<file path="src/rtl/dtr_pkg.sv">
package dtr_pkg;
  typedef enum logic {
    MODE_COMM = 1'b0,
    MODE_EXEC = 1'b1
  } dtr_mode_e;
endpackage

</file>
<file path="src/rtl/dtr_scan_chain.sv">
module dtr_scan_chain #(
  parameter int unsigned DATA_W = 32
) (
  input  logic              clk,
  input  logic              rst_n,
  input  logic              capture,
  input  logic              shift,
  input  logic              update,
  input  logic              tdi,
  input  logic [DATA_W-1:0] cap_data,
  input  logic              cap_status,
  input  logic              cap_gate,
  output logic              tdo,
  output logic [DATA_W-1:0] upd_word,
  output logic              upd_accept
);
  localparam int unsigned CHAIN_W = DATA_W + 1;

  logic [CHAIN_W-1:0] chain_q, chain_d;
  logic               gate_q, gate_d;

  always_comb begin
    chain_d = chain_q;
    gate_d  = gate_q;
    if (capture) begin
      chain_d = {cap_data, cap_status};
      gate_d  = cap_gate;
    end else if (shift) begin
      chain_d = {tdi, chain_q[CHAIN_W-1:1]};
    end
  end

  always_ff @(posedge clk or negedge rst_n) begin
    if (!rst_n) begin
      chain_q <= '0;
      gate_q  <= 1'b0;
    end else begin
      chain_q <= chain_d;
      gate_q  <= gate_d;
    end
  end

  assign tdo        = chain_q[0];
  assign upd_word   = chain_q[CHAIN_W-1:1];
  assign upd_accept = update & gate_q;
endmodule

</file>
<file path="src/rtl/dtr_flags.sv">
module dtr_flags (
  input  logic clk,
  input  logic rst_n,
  input  logic exec_en,
  input  logic core_wr_en,
  input  logic core_rd_en,
  input  logic cap_intest,
  input  logic upd_accept,
  input  logic instr_issue,
  input  logic instr_done,
  input  logic precise_abort,
  output logic wr_full_q,
  output logic rd_empty_q,
  output logic cmpl_q,
  output logic abort_q
);
  logic wr_full_d, rd_empty_d, cmpl_d, abort_d;

  always_comb begin
    wr_full_d = wr_full_q;
    if (cap_intest) wr_full_d = 1'b0;
    if (core_wr_en) wr_full_d = 1'b1;

    rd_empty_d = rd_empty_q;
    if (core_rd_en) rd_empty_d = 1'b1;
    if (upd_accept) rd_empty_d = 1'b0;

    cmpl_d = cmpl_q;
    if (exec_en) begin
      if (instr_done)  cmpl_d = 1'b1;
      if (instr_issue) cmpl_d = 1'b0;
    end

    abort_d = abort_q;
    if (exec_en && precise_abort) abort_d = 1'b1;
  end

  always_ff @(posedge clk or negedge rst_n) begin
    if (!rst_n) begin
      wr_full_q  <= 1'b0;
      rd_empty_q <= 1'b1;
      cmpl_q     <= 1'b1;
      abort_q    <= 1'b0;
    end else begin
      wr_full_q  <= wr_full_d;
      rd_empty_q <= rd_empty_d;
      cmpl_q     <= cmpl_d;
      abort_q    <= abort_d;
    end
  end
endmodule

</file>
<file path="src/rtl/dtr_data_regs.sv">
module dtr_data_regs #(
  parameter int unsigned DATA_W = 32
) (
  input  logic              clk,
  input  logic              rst_n,
  input  logic              wr_en,
  input  logic [DATA_W-1:0] wr_word,
  input  logic              upd_en,
  input  logic [DATA_W-1:0] upd_word,
  output logic [DATA_W-1:0] out_q,
  output logic [DATA_W-1:0] in_q
);
  logic [DATA_W-1:0] out_d, in_d;

  always_comb begin
    out_d = wr_en  ? wr_word  : out_q;
    in_d  = upd_en ? upd_word : in_q;
  end

  always_ff @(posedge clk or negedge rst_n) begin
    if (!rst_n) begin
      out_q <= '0;
      in_q  <= '0;
    end else begin
      out_q <= out_d;
      in_q  <= in_d;
    end
  end
endmodule

</file>
<file path="src/rtl/dbg_dtr_channel.sv">
module dbg_dtr_channel
  import dtr_pkg::*;
#(
  parameter int unsigned DATA_W = 32
) (
  input  logic              clk,
  input  logic              rst_n,
  input  logic              capture_dr,
  input  logic              shift_dr,
  input  logic              update_dr,
  input  logic              intest_sel,
  input  logic              tdi,
  input  logic              exec_mode,
  input  logic              core_wr_en,
  input  logic [DATA_W-1:0] core_wr_data,
  input  logic              core_rd_en,
  input  logic              instr_issue,
  input  logic              instr_done,
  input  logic              precise_abort,
  output logic              tdo,
  output logic [DATA_W-1:0] rd_data,
  output logic              rd_empty,
  output logic              wr_full,
  output logic              instr_compl,
  output logic              sticky_abort
);
  logic [1:0] rst_sync_q;
  logic       rst_int_n;

  always_ff @(posedge clk or negedge rst_n) begin
    if (!rst_n) rst_sync_q <= 2'b00;
    else        rst_sync_q <= {rst_sync_q[0], 1'b1};
  end
  assign rst_int_n = rst_sync_q[1];

  dtr_mode_e         mode;
  logic [DATA_W-1:0] out_word, upd_word;
  logic              upd_accept, cmpl_q, cap_gate;

  assign mode = dtr_mode_e'(exec_mode);

  assign cap_gate = (mode == MODE_EXEC) ? cmpl_q : rd_empty;

  dtr_scan_chain #(.DATA_W(DATA_W)) u_chain (
    .clk        (clk),
    .rst_n      (rst_int_n),
    .capture    (capture_dr),
    .shift      (shift_dr),
    .update     (update_dr),
    .tdi        (tdi),
    .cap_data   (out_word),
    .cap_status (wr_full),
    .cap_gate   (cap_gate),
    .tdo        (tdo),
    .upd_word   (upd_word),
    .upd_accept (upd_accept)
  );

  dtr_flags u_flags (
    .clk           (clk),
    .rst_n         (rst_int_n),
    .exec_en       (mode == MODE_EXEC),
    .core_wr_en    (core_wr_en),
    .core_rd_en    (core_rd_en),
    .cap_intest    (capture_dr & intest_sel),
    .upd_accept    (upd_accept),
    .instr_issue   (instr_issue),
    .instr_done    (instr_done),
    .precise_abort (precise_abort),
    .wr_full_q     (wr_full),
    .rd_empty_q    (rd_empty),
    .cmpl_q        (cmpl_q),
    .abort_q       (sticky_abort)
  );

  dtr_data_regs #(.DATA_W(DATA_W)) u_regs (
    .clk      (clk),
    .rst_n    (rst_int_n),
    .wr_en    (core_wr_en),
    .wr_word  (core_wr_data),
    .upd_en   (upd_accept),
    .upd_word (upd_word),
    .out_q    (out_word),
    .in_q     (rd_data)
  );

  assign instr_compl = (mode == MODE_EXEC) ? cmpl_q : 1'b1;
endmodule

</file>
<file path="config.mk">
export PLATFORM = sky130hd
export DESIGN_NAME = dbg_dtr_channel
export DESIGN_NICKNAME = d
export VERILOG_FILES = /design/src/rtl/dtr_pkg.sv /design/src/rtl/dtr_scan_chain.sv /design/src/rtl/dtr_flags.sv /design/src/rtl/dtr_data_regs.sv /design/src/rtl/dbg_dtr_channel.sv
export SDC_FILE = /design/constraint.sdc
export NUM_CORES = 1
export LEC_CHECK = 0
export CELL_PAD_IN_SITES_DETAIL_PLACEMENT = 0
export CELL_PAD_IN_SITES_GLOBAL_PLACEMENT = 1
export CORE_MARGIN = 10
export CORE_UTILIZATION = 45
export CTS_CLUSTER_SIZE = 8
export DETAILED_ROUTE_END_ITERATION = 8
export PLACE_DENSITY = 0.89
export SYNTH_ARGS = -nofsm -noshare
export SYNTH_HDL_FRONTEND = slang
export SYNTH_SLANG_ARGS = --single-unit
</file>
<file path="constraint.sdc">
create_clock -name clk -period 9.1 [get_ports clk]
set_input_delay 0.91 -clock clk [delete_from_list [all_inputs] [get_ports clk]]
set_output_delay 0.91 -clock clk [all_outputs]
set_load 0.005 [all_outputs]
</file>
Word level (Yosys, flattened, before mapping)
Index checks and enable logic that the tools add are counted.
{"block": "totals", "reg_bits": 104, "in_bits": 45, "out_inout_bits": 37, "word_cells": 27}
{"block": "op_classes", "mux": 10, "bitwise_logic": 2, "n_reduce_logical": 6}
{"op": "$mux 33", "count": 2}
{"op": "$mux 1", "count": 8}
{"op": "$reduce_bool 2->1", "count": 4}
{"op": "$and 1x1->1", "count": 2}
{"op": "$reduce_and 2->1", "count": 1}
{"op": "$logic_and 1x1->1", "count": 1}

Depth between registers and ports, before layout
Gate-level depths: netlist of run 1.
{"block": "depth", "ltp_word": 3, "ltp_mapped": 5, "mapped_depth_nobuf": 2}

By module
Synthesis of run 1 repeated with hierarchy kept, for this count alone.
{"block": "hier_totals", "hier_cells": 299, "area_unflattened_um2": 4504.3}
{"mod": "dtr_data_regs", "n_inst": 1, "cells_each": 136, "area_per_inst_um2": 2690.1, "seq_area_each_um2": 1601.5}
{"mod": "dtr_scan_chain", "n_inst": 1, "cells_each": 146, "area_per_inst_um2": 1592.8, "seq_area_each_um2": 850.8}
{"mod": "dtr_flags", "n_inst": 1, "cells_each": 11, "area_per_inst_um2": 140.1, "seq_area_each_um2": 102.6}
{"mod": "dbg_dtr_channel", "n_inst": 1, "cells_each": 6, "area_per_inst_um2": 81.3, "seq_area_each_um2": 50.0}

Least setup slack after synthesis of run 1
No wires, ideal clock.
{"block": "synth_timing", "path_type": "input port to output port", "startpoint": "input exec_mode", "endpoint": "output instr_compl", "arrival_time_ps": 971, "t_required_ps": 8190, "path_slack_ps": 7219, "stages": 1, "n_path_buf": 0, "path_cell_list": "nand2b_1"}
{"block": "synth_between", "elab_chain_cells": 1}
{"item": "start: declaration", "line_no": "dbg_dtr_channel.sv:13", "source": "input logic exec_mode,"}
{"item": "$mux 1", "line_no": "dbg_dtr_channel.sv:87", "source": "assign instr_compl = (mode == MODE_EXEC) ? cmpl_q : 1'b1;"}
{"item": "end: declaration", "line_no": "dbg_dtr_channel.sv:24", "source": "output logic instr_compl,"}
No other way between the ends.

Worst setup path after layout of run 1
Ends and elaborated chain as after synthesis.

==> results of run 1 <==
## where the power goes
group / internal, W / leakage [nW] / switching (W)
clock: 0.000164 / 0.113 / 0.000156
combinational: 0.000179 / 1.05 / 0.0000793
sequential: 0.000542 / 1.24 / 0.0000527
## layout by cell type (no fill, tap or decap), types with 2 or more instances in the layout
cell,Yosys,final
mux2_4,29,29
a21oi_1,3,3
bufinv_16,0,2
mux2i_1,34,34
o21ai_0,32,32
clkbuf_8,0,10
buf_2,3,3
a21o_1,2,2
dfrtp_1,102,101
inv_6,0,2
nand2_1,34,34
clkdlybuf4s50_1,0,78
dfstp_2,2,2
mux2_2,35,35
## metal layers
| layer | global-route usage | part of all wire | routed length [microns] |
|---|---|---|---|
| met2 | 0.208 | 0.52 | 4170 |
| met3 | 0.0288 | 0.039 | 315 |
| met4 | 0.0464 | 0.016 | 128 |
| met5 | 0 | 0 | 0 |
| met1 | 0.139 | 0.43 | 3440 |
## worst max-delay path, delay by kind of cell
family        cells  cell delay, ps
simple gates      1             120
buf+inv           2            1000
## final cells by class
class | count | area [sq um]
multi-input combinational | 175 | 1520
clock buffer | 10 | 138
tap | 129 | 161
sequential | 104 | 2610
clock inverter | 6 | 90.1
timing repair buffer | 82 | 803
fill | 804 | 3960
## synth_stat cells (all sizes together)
| master | instances | area share |
|---|---|---|
| mux2i | 34 | 0.079 |
| o21ai | 33 | 0.038 |
| conb | 1 | 0.00087 |
| clkbuf | 5 | 0.0044 |
| buf | 14 | 0.034 |
| nand2 | 35 | 0.031 |
| nor2 | 1 | 0.00087 |
| nand2b | 1 | 0.0015 |
| o21a | 1 | 0.0018 |
| dfrtp | 102 | 0.59 |
| mux2 | 64 | 0.19 |
| a21oi | 3 | 0.0035 |
| dfstp | 2 | 0.012 |
| a21o | 2 | 0.0035 |
## cell families (layout without fill, tap and decap cells)
| family | after synthesis | after routing |
|---|---|---|
| DFF | 104 | 104 |
| muxes | 98 | 98 |
| AOI/OAI and AO/OA | 39 | 39 |
| and+or+nand+nor | 37 | 37 |
| buffers and inverters | 19 | 98 |
| other | 1 | 1 |
## how the worst max path moves through the flow
| stage | start | endpoint | slack (ps) |
|---|---|---|---|
| 2_1_floorplan | rst_sync_q[1] | u_chain.chain_q[0] | 5990 |
| 3_3_place_gp | exec_mode | instr_compl | 6200 |
| 3_5_place_dp | exec_mode | instr_compl | 6160 |
| 4_1_cts | exec_mode | instr_compl | 6150 |
| 5_1_grt | exec_mode | instr_compl | 6110 |
| 6_report | exec_mode | instr_compl | 6170 |
## per-stage QoR
step	cells	area, sq um	setup slack, ps	hold WS [ps]
after floorplan	298	4290	5990	331
after global placement	490	5090	6200	170
after detailed placement	490	5090	6160	173
after CTS	506	5320	6150	178
after global routing	506	5320	6110	200
final	506	5320	6170	173
## state kept, by name (all words and copies together), names as in the netlist
name,flops
u_flags.abort_q,1
u_chain.gate_q,1
u_flags.wr_full_q,1
u_flags.cmpl_q,1
u_flags.rd_empty_q,1
u_regs.in_q,32
u_regs.out_q,32
u_chain.chain_q,33
rst_sync_q,2
==> out/results.txt, run 1 <==
outcome -> complete, no violations
Setup TNS -> 0 ps
mux cell area share after synthesis -> 0.273
critical path type -> input port to output pin
Simple-Gate Fraction of Synth Area -> 0.0335
maximum vdd ir drop -> 0.106 mV
CTS tree -> built
max incr delay on CP -> 510 ps
FP Rows -> 35
Worst Setup Start Kind -> input port
Core Region -> 9280 sq um
die span in y -> 118 microns
MaxCap Viol Count -> 0
Slew headroom -> 0.265
vias in the first global route -> 2676
Slew Limit Fails -> 0
cell area after synthesis -> 4290 sq um
critical path endpoint category -> output pin
DP HPWL -> 5.57 mm
Worst-Margin Slew -> 1100 ps
r2r setup slk -> 7350 ps
cells along the critical path -> clkdlybuf4s50_1, nand2b_1, clkdlybuf4s50_1
RSZ-0062 raised after global routing -> no
Routed WL -> 8.05 mm
fin nets -> 417
final setup fails -> 0
Reg-to-Reg Start -> u_chain.gate_q
TritonRoute pass-1 iters -> 4
width of the die -> 118 microns
worst-path fanout max -> 5
setup bufs post-CTS -> 0
worst hold path class -> flop to async pin
CTS hold repair buffers -> 0
final core occ -> 0.573
vias post-DR -> 2441
CP dominant cell by count -> clkdlybuf4s50_1
Max Freq -> 341 MHz
Ports -> 82
CTS resizes -> 0
largest net degree at the start of global routing -> 89
CTS Root Cell -> clkbuf_8
number of port buffers -> 81
cell area power density -> 220 nW/um^2
Worst-Skew Late Latency -> 350 ps
post-synthesis compound-gate area fraction -> 0.0472
Synth Instances -> 298
Clock transition at path regs -> 100 ps
CTS buffer count -> 9
final critical path time including I/O delays and setup -> 2930 ps
Worst path slowest cell -> clkdlybuf4s50_1
antenna violations before repair -> 0
global-route wire length before repair -> 13.7 mm
gr ovfl total -> 0
initial drt markers -> 91
R2R Path End -> u_regs.in_q[20]
ratio of cells with drive above 1 in the final layout -> 0.233
die area -> 13800 sq um
largest family of logic cells by synthesized area -> multiplexers
post-synthesis sequential area ratio -> 0.607
clk buf depth -> 2
starting density of the core -> 0.462
FF+latch count, synth -> 104
diode count -> 0
crit share post-route -> 0.322
WL/cell -> 15.9 microns
DRC Markers -> 0
reg2reg path depth -> 2
clock sinks -> 104
Tot GR Track Use -> 0.120
adder-cell share of the synthesized area -> 0
Critical Path RT -> 8190 ps
CTS H-Tree Depth -> 3
Leak -> 2.41 nW
worst path arrival time -> 2020 ps
skew final -> 15.3 ps
Synth Warn # -> 0
via/cell ratio -> 4.82
power consumption -> 0.00117 W
Post-Synth XOR/XNOR Area -> 0
Layout Area Growth over Synthesis -> 24.0%
synthesized net count -> 343
GPL Wtd Cong -> 0.748
Syn Area/Cell -> 14.4 sq um
final hold viol count -> 0
Final ANT Viol Nets -> 0
Distinct cells, synth -> 20
No activity file was read; power rests on OpenSTA's default activity.
==> run 2, diff against run 1 <==
--- a/config.mk
+++ b/config.mk
@@ -8,10 +8,10 @@
 export CELL_PAD_IN_SITES_DETAIL_PLACEMENT = 0
 export CELL_PAD_IN_SITES_GLOBAL_PLACEMENT = 1
 export CORE_MARGIN = 10
-export CORE_UTILIZATION = 45
+export CORE_UTILIZATION = 42
 export CTS_CLUSTER_SIZE = 8
 export DETAILED_ROUTE_END_ITERATION = 8
-export PLACE_DENSITY = 0.89
+export PLACE_DENSITY = 0.84
 export SYNTH_ARGS = -nofsm -noshare
 export SYNTH_HDL_FRONTEND = slang
 export SYNTH_SLANG_ARGS = --single-unit
==> constraint.sdc (replaced) <==
create_clock -name clk -period 2.8 [get_ports clk]
set_input_delay 0.28 -clock clk [delete_from_list [all_inputs] [get_ports clk]]
set_output_delay 0.28 -clock clk [all_outputs]
set_load 0.005 [all_outputs]
==> run 2 against run 1 <==
  * First-iteration DRC count is 23% higher
  * Sequential share of layout area is 0.43 points lower
  * Critical endpoint unchanged
  * Cell count is 1.8% higher
  * Wire length is 1.1% higher
  * Clock-buffer cell count is 1 higher
  * Largest cell class unchanged
  * Clock power grew to 3.0 times the previous value
  * Sequential power grew to 3.3 times the previous value
  * Utilization is 2.9 points lower
  * Flip-flop and latch count stayed put
  * Setup slack worse by 5100 ps
  * Register-to-register slack worse by 6100 ps
==> out/results.txt, run 2 (same netlist as run 1, synthesis figures left out) <==
outcome -> complete, no violations
width of the die -> 121 microns (+2.9%)
final hold viol count -> 0 (unchanged)
skew final -> 13.4 ps (-1.90 ps)
setup bufs post-CTS -> 0 (unchanged)
Leak -> 2.43 nW (+0.91%)
Clock transition at path regs -> 100 ps (about the same)
worst hold path class -> input port to async pin
FP Rows -> 36 (+2.9%)
Core Region -> 9860 sq um (+6.3%)
vias post-DR -> 2440 (-0.041%)
worst path arrival time -> 1480 ps (-540 ps)
final critical path time including I/O delays and setup -> 1760 ps
die area -> 14700 sq um (+5.9%)
Reg-to-Reg Start -> u_chain.gate_q
CTS tree -> built
Register Area -> 2610 sq um (unchanged)
Worst-Margin Slew -> 994 ps (-105 ps)
Routed WL -> 8.14 mm (+1.1%)
CTS resizes -> 0 (unchanged)
WL/cell -> 15.8 microns (-0.65%)
cell area power density -> 698 nW/um^2 (+220%)
DP HPWL -> 5.77 mm (+3.7%)
critical path endpoint category -> output pin
CTS buffer count -> 9 (unchanged)
crit share post-route -> 0.628
critical path type -> flop to output pin
Slew headroom -> 0.338 (+0.0725)
crit path from -> u_flags.cmpl_q
CP Capture Point -> instr_compl
final setup fails -> 0 (unchanged)
via/cell ratio -> 4.74 (-1.8%)
Layout Area Growth over Synthesis -> 25.1%
CTS Root Cell -> clkbuf_8
gr ovfl total -> 0 (unchanged)
clock sinks -> 104 (unchanged)
most frequent cells in the layout -> dfrtp_1, clkdlybuf4s50_1, mux2_2
MaxCap Viol Count -> 0 (unchanged)
Ports -> 82 (unchanged)
most flop-heavy register -> u_chain.chain_q
global-route wire length before repair -> 13.1 mm (-4.4%)
Critical Path RT -> 2520 ps (-5670 ps)
r2r setup slk -> 1290 ps (-6060 ps)
RSZ-0062 raised after global routing -> no
TritonRoute pass-1 iters -> 4 (unchanged)
antenna violations before repair -> 0 (unchanged)
max FFs per register -> 33 (unchanged)
final core occ -> 0.544 (-0.0289)
Final ANT Viol Nets -> 0 (unchanged)
Max Freq -> 569 MHz
Worst-Skew Late Latency -> 360 ps (about the same)
GPL Wtd Cong -> 0.787 (+5.2%)
vias in the first global route -> 2563 (-4.2%)
worst-path fanout max -> 3 (-2)
CTS H-Tree Depth -> 3 (unchanged)
maximum vdd ir drop -> 0.329 mV (+210%)
clk buf depth -> 2 (unchanged)
most common cell after layout, fill and taps aside -> dfrtp_1
diode count -> 0 (unchanged)
Slew Limit Fails -> 0 (unchanged)
starting density of the core -> 0.435 (-0.0272)
fin nets -> 422 (+1.2%)
R2R Path End -> u_regs.in_q[11]
Setup TNS -> 0 ps (unchanged)
number of port buffers -> 81 (unchanged)
largest net degree at the start of global routing -> 79 (-11%)
reg2reg path depth -> 3 (+1)
Layout fillers -> 815 (+1.4%)
ratio of cells with drive above 1 in the final layout -> 0.241 (+0.00742)
Tot GR Track Use -> 0.111 (-0.00823)
CTS hold repair buffers -> 0 (unchanged)
biggest registers after layout -> u_chain.chain_q: 33 flops, u_regs.in_q: 32 flops, u_regs.out_q: 32 flops
initial drt markers -> 112 (+23%)
die span in y -> 121 microns (+2.9%)
DRC Markers -> 0 (unchanged)
Worst Setup Start Kind -> flop
multi-input logic area -> 1520 sq um (unchanged)
-- run 2: changes by cell type in the layout (fill, tap and decap cells not counted), sizes merged --
cell / previous run / this run
bufinv: 2 / 1
buf: 4 / 8
inv: 2 / 1
clkinv: 1 / 2
clkdlybuf4s50: 78 / 79
clkbuf: 10 / 11
-- run 2: worst max-delay path: stages (launching register included) --
cell and delay, ps:
dfstp_2 540, nand2b_1 90, clkdlybuf4s50_1 500
-- run 2: per-layer routing --
metal,wire [microns],global-route usage,share of wire
met2,4070,0.181,0.50
met1,3610,0.137,0.44
met4,70,0.0385,0.0086
met5,0,0,0
met3,384,0.0354,0.047
-- run 2: worst min path at each step --
| stage | to | slack [ps] | startpoint | cells past startpoint |
|---|---|---|---|---|
| global route | rst_sync_q[1] | 50 | rst_n | 1 |
| finish | rst_sync_q[1] | 70 | rst_n | 1 |
| CTS | rst_sync_q[1] | 60 | rst_n | 1 |
| detailed placement | rst_sync_q[1] | 340 | rst_sync_q[0] | 0 |
| global placement | rst_sync_q[1] | 340 | rst_sync_q[0] | 0 |
| floorplan | rst_sync_q[0] | -20 | rst_n | 0 |
-- run 2: power breakdown --
group	internal [W]	switching [W]	leakage (nW)	total (W)
Sequential	0.00176	0.000186	1.24	0.00195
Combinational	0.000587	0.000244	1.08	0.000830
Clock	0.000469	0.000502	0.106	0.000971
Total	0.00282	0.000931	2.43	0.00375
-- run 2: area by class of cell --
cell class,count,share of cell area
timing repair buffer,87,0.160
tap,133,0.0310
multi-input combinational,175,0.283
clock buffer,11,0.0282
clock inverter,5,0.0119
sequential,104,0.486
-- run 2: stage by stage --
step	std cells	instance area, sq um	total power, W	hold slack [ps]	worst slack (ps)
final	515	5370	0.00375	73.5	1040
after global routing	515	5370	0.00395	45.1	942
after CTS	515	5370	0.00380	56.5	1020
after detailed placement	499	5150	0.00283	342	686
after global placement	499	5150	0.00280	339	724
after floorplan	298	4290	0.00237	-15.6	1060
==> run 3, diff against run 2 <==
==> constraint.sdc (replaced) <==
create_clock -name clk -period 1.83 [get_ports clk]
set_input_delay 0.183 -clock clk [delete_from_list [all_inputs] [get_ports clk]]
set_output_delay 0.183 -clock clk [all_outputs]
set_load 0.005 [all_outputs]
==> run 3 against run 2 <==
  * Worst hold slack better by 150 ps
  * Cell count is 0.58% higher
  * Largest cell class unchanged
  * Non-clock buffer count is 3 higher
  * Clock skew is 2.5 ps lower
  * Utilization is 0.38 points higher
  * Design area is 0.70% higher
  * Combinational power is 57% higher
  * Register-to-register slack worse by 710 ps
  * Global-route usage is 0.17 points higher
  * Critical path type unchanged
  * Via count is 0.12% higher
  * Highest routed layer unchanged
  * Wire length is 0.90% lower
  * Clock power is 44% higher
==> out/results.txt, run 3 (same netlist as run 1, synthesis figures left out) <==
Critical Path RT -> 1650 ps (-870 ps)
fin area -> 5410 sq um (+0.70%)
max incr delay on CP -> 540 ps (about the same)
biggest registers after layout -> u_chain.chain_q: 33 flops, u_regs.in_q: 32 flops, u_regs.out_q: 32 flops
global-route wire length before repair -> 13.4 mm (+2.9%)
Tot GR Track Use -> 0.113 (+0.00168)
crit share post-route -> 0.907
CTS resizes -> 0 (unchanged)
final critical path time including I/O delays and setup -> 1660 ps
final hold slack -> 224 ps (+150 ps)
CTS buffer count -> 9 (unchanged)
via/cell ratio -> 4.72 (-0.46%)
starting density of the core -> 0.435 (unchanged)
clock power share -> 0.247 (-0.012)
initial drt markers -> 61 (-46%)
DRC Markers -> 0 (unchanged)
CTS H-Tree Depth -> 3 (unchanged)
diode count -> 0 (unchanged)
Non-Filler Instances -> 518 (+0.58%)
Worst Setup Start Kind -> flop
CTS Root Cell -> clkbuf_8
Worst-Skew Late Latency -> 350 ps (about the same)
number of port buffers -> 81 (unchanged)
MaxCap Viol Count -> 0 (unchanged)
clock sinks -> 104 (unchanged)
antenna violations before repair -> 0 (unchanged)
most frequent cells in the layout -> dfrtp_1, clkdlybuf4s50_1, mux2_2
ratio of cells with drive above 1 in the final layout -> 0.239 (-0.00188)
most common cell after layout, fill and taps aside -> dfrtp_1
final hold viol count -> 0 (unchanged)
vias in the first global route -> 2612 (+1.9%)
TritonRoute pass-1 iters -> 4 (unchanged)
Final ANT Viol Nets -> 0 (unchanged)
worst-path fanout max -> 3 (unchanged)
Routed WL -> 8.07 mm (-0.90%)
Placed Cells -> 501 (+0.40%)
max FFs per register -> 33 (unchanged)
setup bufs post-CTS -> 0 (unchanged)
critical path endpoint category -> output pin
skew final -> 10.9 ps (-2.53 ps)
worst hold path class -> flop to async pin
Layout Area Growth over Synthesis -> 26.0%
Clock transition at path regs -> 90 ps (about the same)
Slew Limit Fails -> 0 (unchanged)
RSZ-0062 raised after global routing -> no
WL/cell -> 15.6 microns (-1.5%)
vias post-DR -> 2443 (+0.12%)
Leak -> 2.45 nW (+0.88%)
die span in y -> 121 microns (unchanged)
outcome -> complete, no violations
net switching power -> 0.00139 W (+49%)
sw frac -> 0.246 (-0.00273)
CTS hold repair buffers -> 1 (+1)
Setup TNS -> 0 ps (unchanged)
clk buf depth -> 2 (unchanged)
worst path arrival time -> 1480 ps (about the same)
final setup fails -> 0 (unchanged)
most flop-heavy register -> u_chain.chain_q
critical path type -> flop to output pin
Flop pwr share -> 0.523 (+0.004)
Max Freq -> 602 MHz
Core Region -> 9860 sq um (unchanged)
maximum vdd ir drop -> 0.452 mV (+37%)
GPL Wtd Cong -> 0.795 (+1.1%)
fin nets -> 425 (+0.71%)
die area -> 14700 sq um (unchanged)
Worst path slowest cell -> dfstp_2
Logic pwr share -> 0.230 (+0.008)
width of the die -> 121 microns (unchanged)
CTS tree -> built
gr ovfl total -> 0 (unchanged)
DP HPWL -> 5.83 mm (+0.94%)
cell area power density -> 1050 nW/um^2 (+50%)
Area after DPL -> 5210 sq um (+1.0%)
cells along the critical path -> nand2b_1, clkdlybuf4s50_1
largest net degree at the start of global routing -> 56 (-29%)
Int Power -> 0.00427 W (+52%)
Ports -> 82 (unchanged)
FP Rows -> 36 (unchanged)
## run 3: cell count changes in the layout (fill, tap and decap cells not counted), sizes merged
cell / previous run / this run
clkinvlp: 1 / 0
clkbuf: 11 / 12
buf: 8 / 10
dlygate4sd3: 0 / 1
clkinv: 2 / 3
inv: 1 / 0
## run 3: power by group through the flow
stage	Clock [W]	Combinational, W	Sequential [W]
2_1_floorplan	0	0.000641	0.00298
3_3_place_gp	0	0.00131	0.00300
3_5_place_dp	0	0.00133	0.00301
4_1_cts	0.00145	0.00133	0.00297
5_1_grt	0.00154	0.00142	0.00302
6_report	0.00140	0.00130	0.00296
## run 3: final timing paths
path | startpoint | end | slack (ps) | cells past startpoint
min | rst_sync_q[1] | u_regs.out_q[22] | 220 | 0
min reg2reg | rst_sync_q[1] | u_regs.out_q[22] | 220 | 0
min in group clk | capture_dr | u_chain.chain_q[10] | 300 | 3
max reg2reg | u_chain.gate_q | u_regs.in_q[19] | 580 | 3
max in group asynchronous | rst_sync_q[1] | u_regs.in_q[12] | 960 | 1
max | u_flags.cmpl_q | instr_compl | 170 | 2
## run 3: layout make-up
| class | instances | area [sq um] |
|---|---|---|
| Clock buffer | 12 | 145 |
| Clock inverter | 4 | 45.0 |
| Fill cell | 829 | 4460 |
| Multi-Input combinational cell | 175 | 1520 |
| Sequential cell | 104 | 2610 |
| Tap cell | 133 | 166 |
| Timing Repair Buffer | 90 | 921 |
## run 3: layer usage
metal	global-route usage	up-vias	share of wire
li1	-	1197	-
met3	0.0298	6	0.050
met4	0.0415	0	0.013
met2	0.188	50	0.49
met1	0.138	1190	0.44
met5	0	-	0
## run 3: through the flow
stage | util | setup slack [ps] | total power (W)
2_1_floorplan | - | 87.9 | 0.00362
3_3_place_gp | 0.528 | 371 | 0.00431
3_5_place_dp | 0.528 | 345 | 0.00434
4_1_cts | 0.548 | 138 | 0.00575
5_1_grt | 0.548 | 112 | 0.00598
6_report | 0.548 | 170 | 0.00566
## run 3: critical path, delay by kind of cell, from the launching register on
kind          cells  cell delay, ps
buf+inv           1             500
flops             1             540
simple gates      1             100
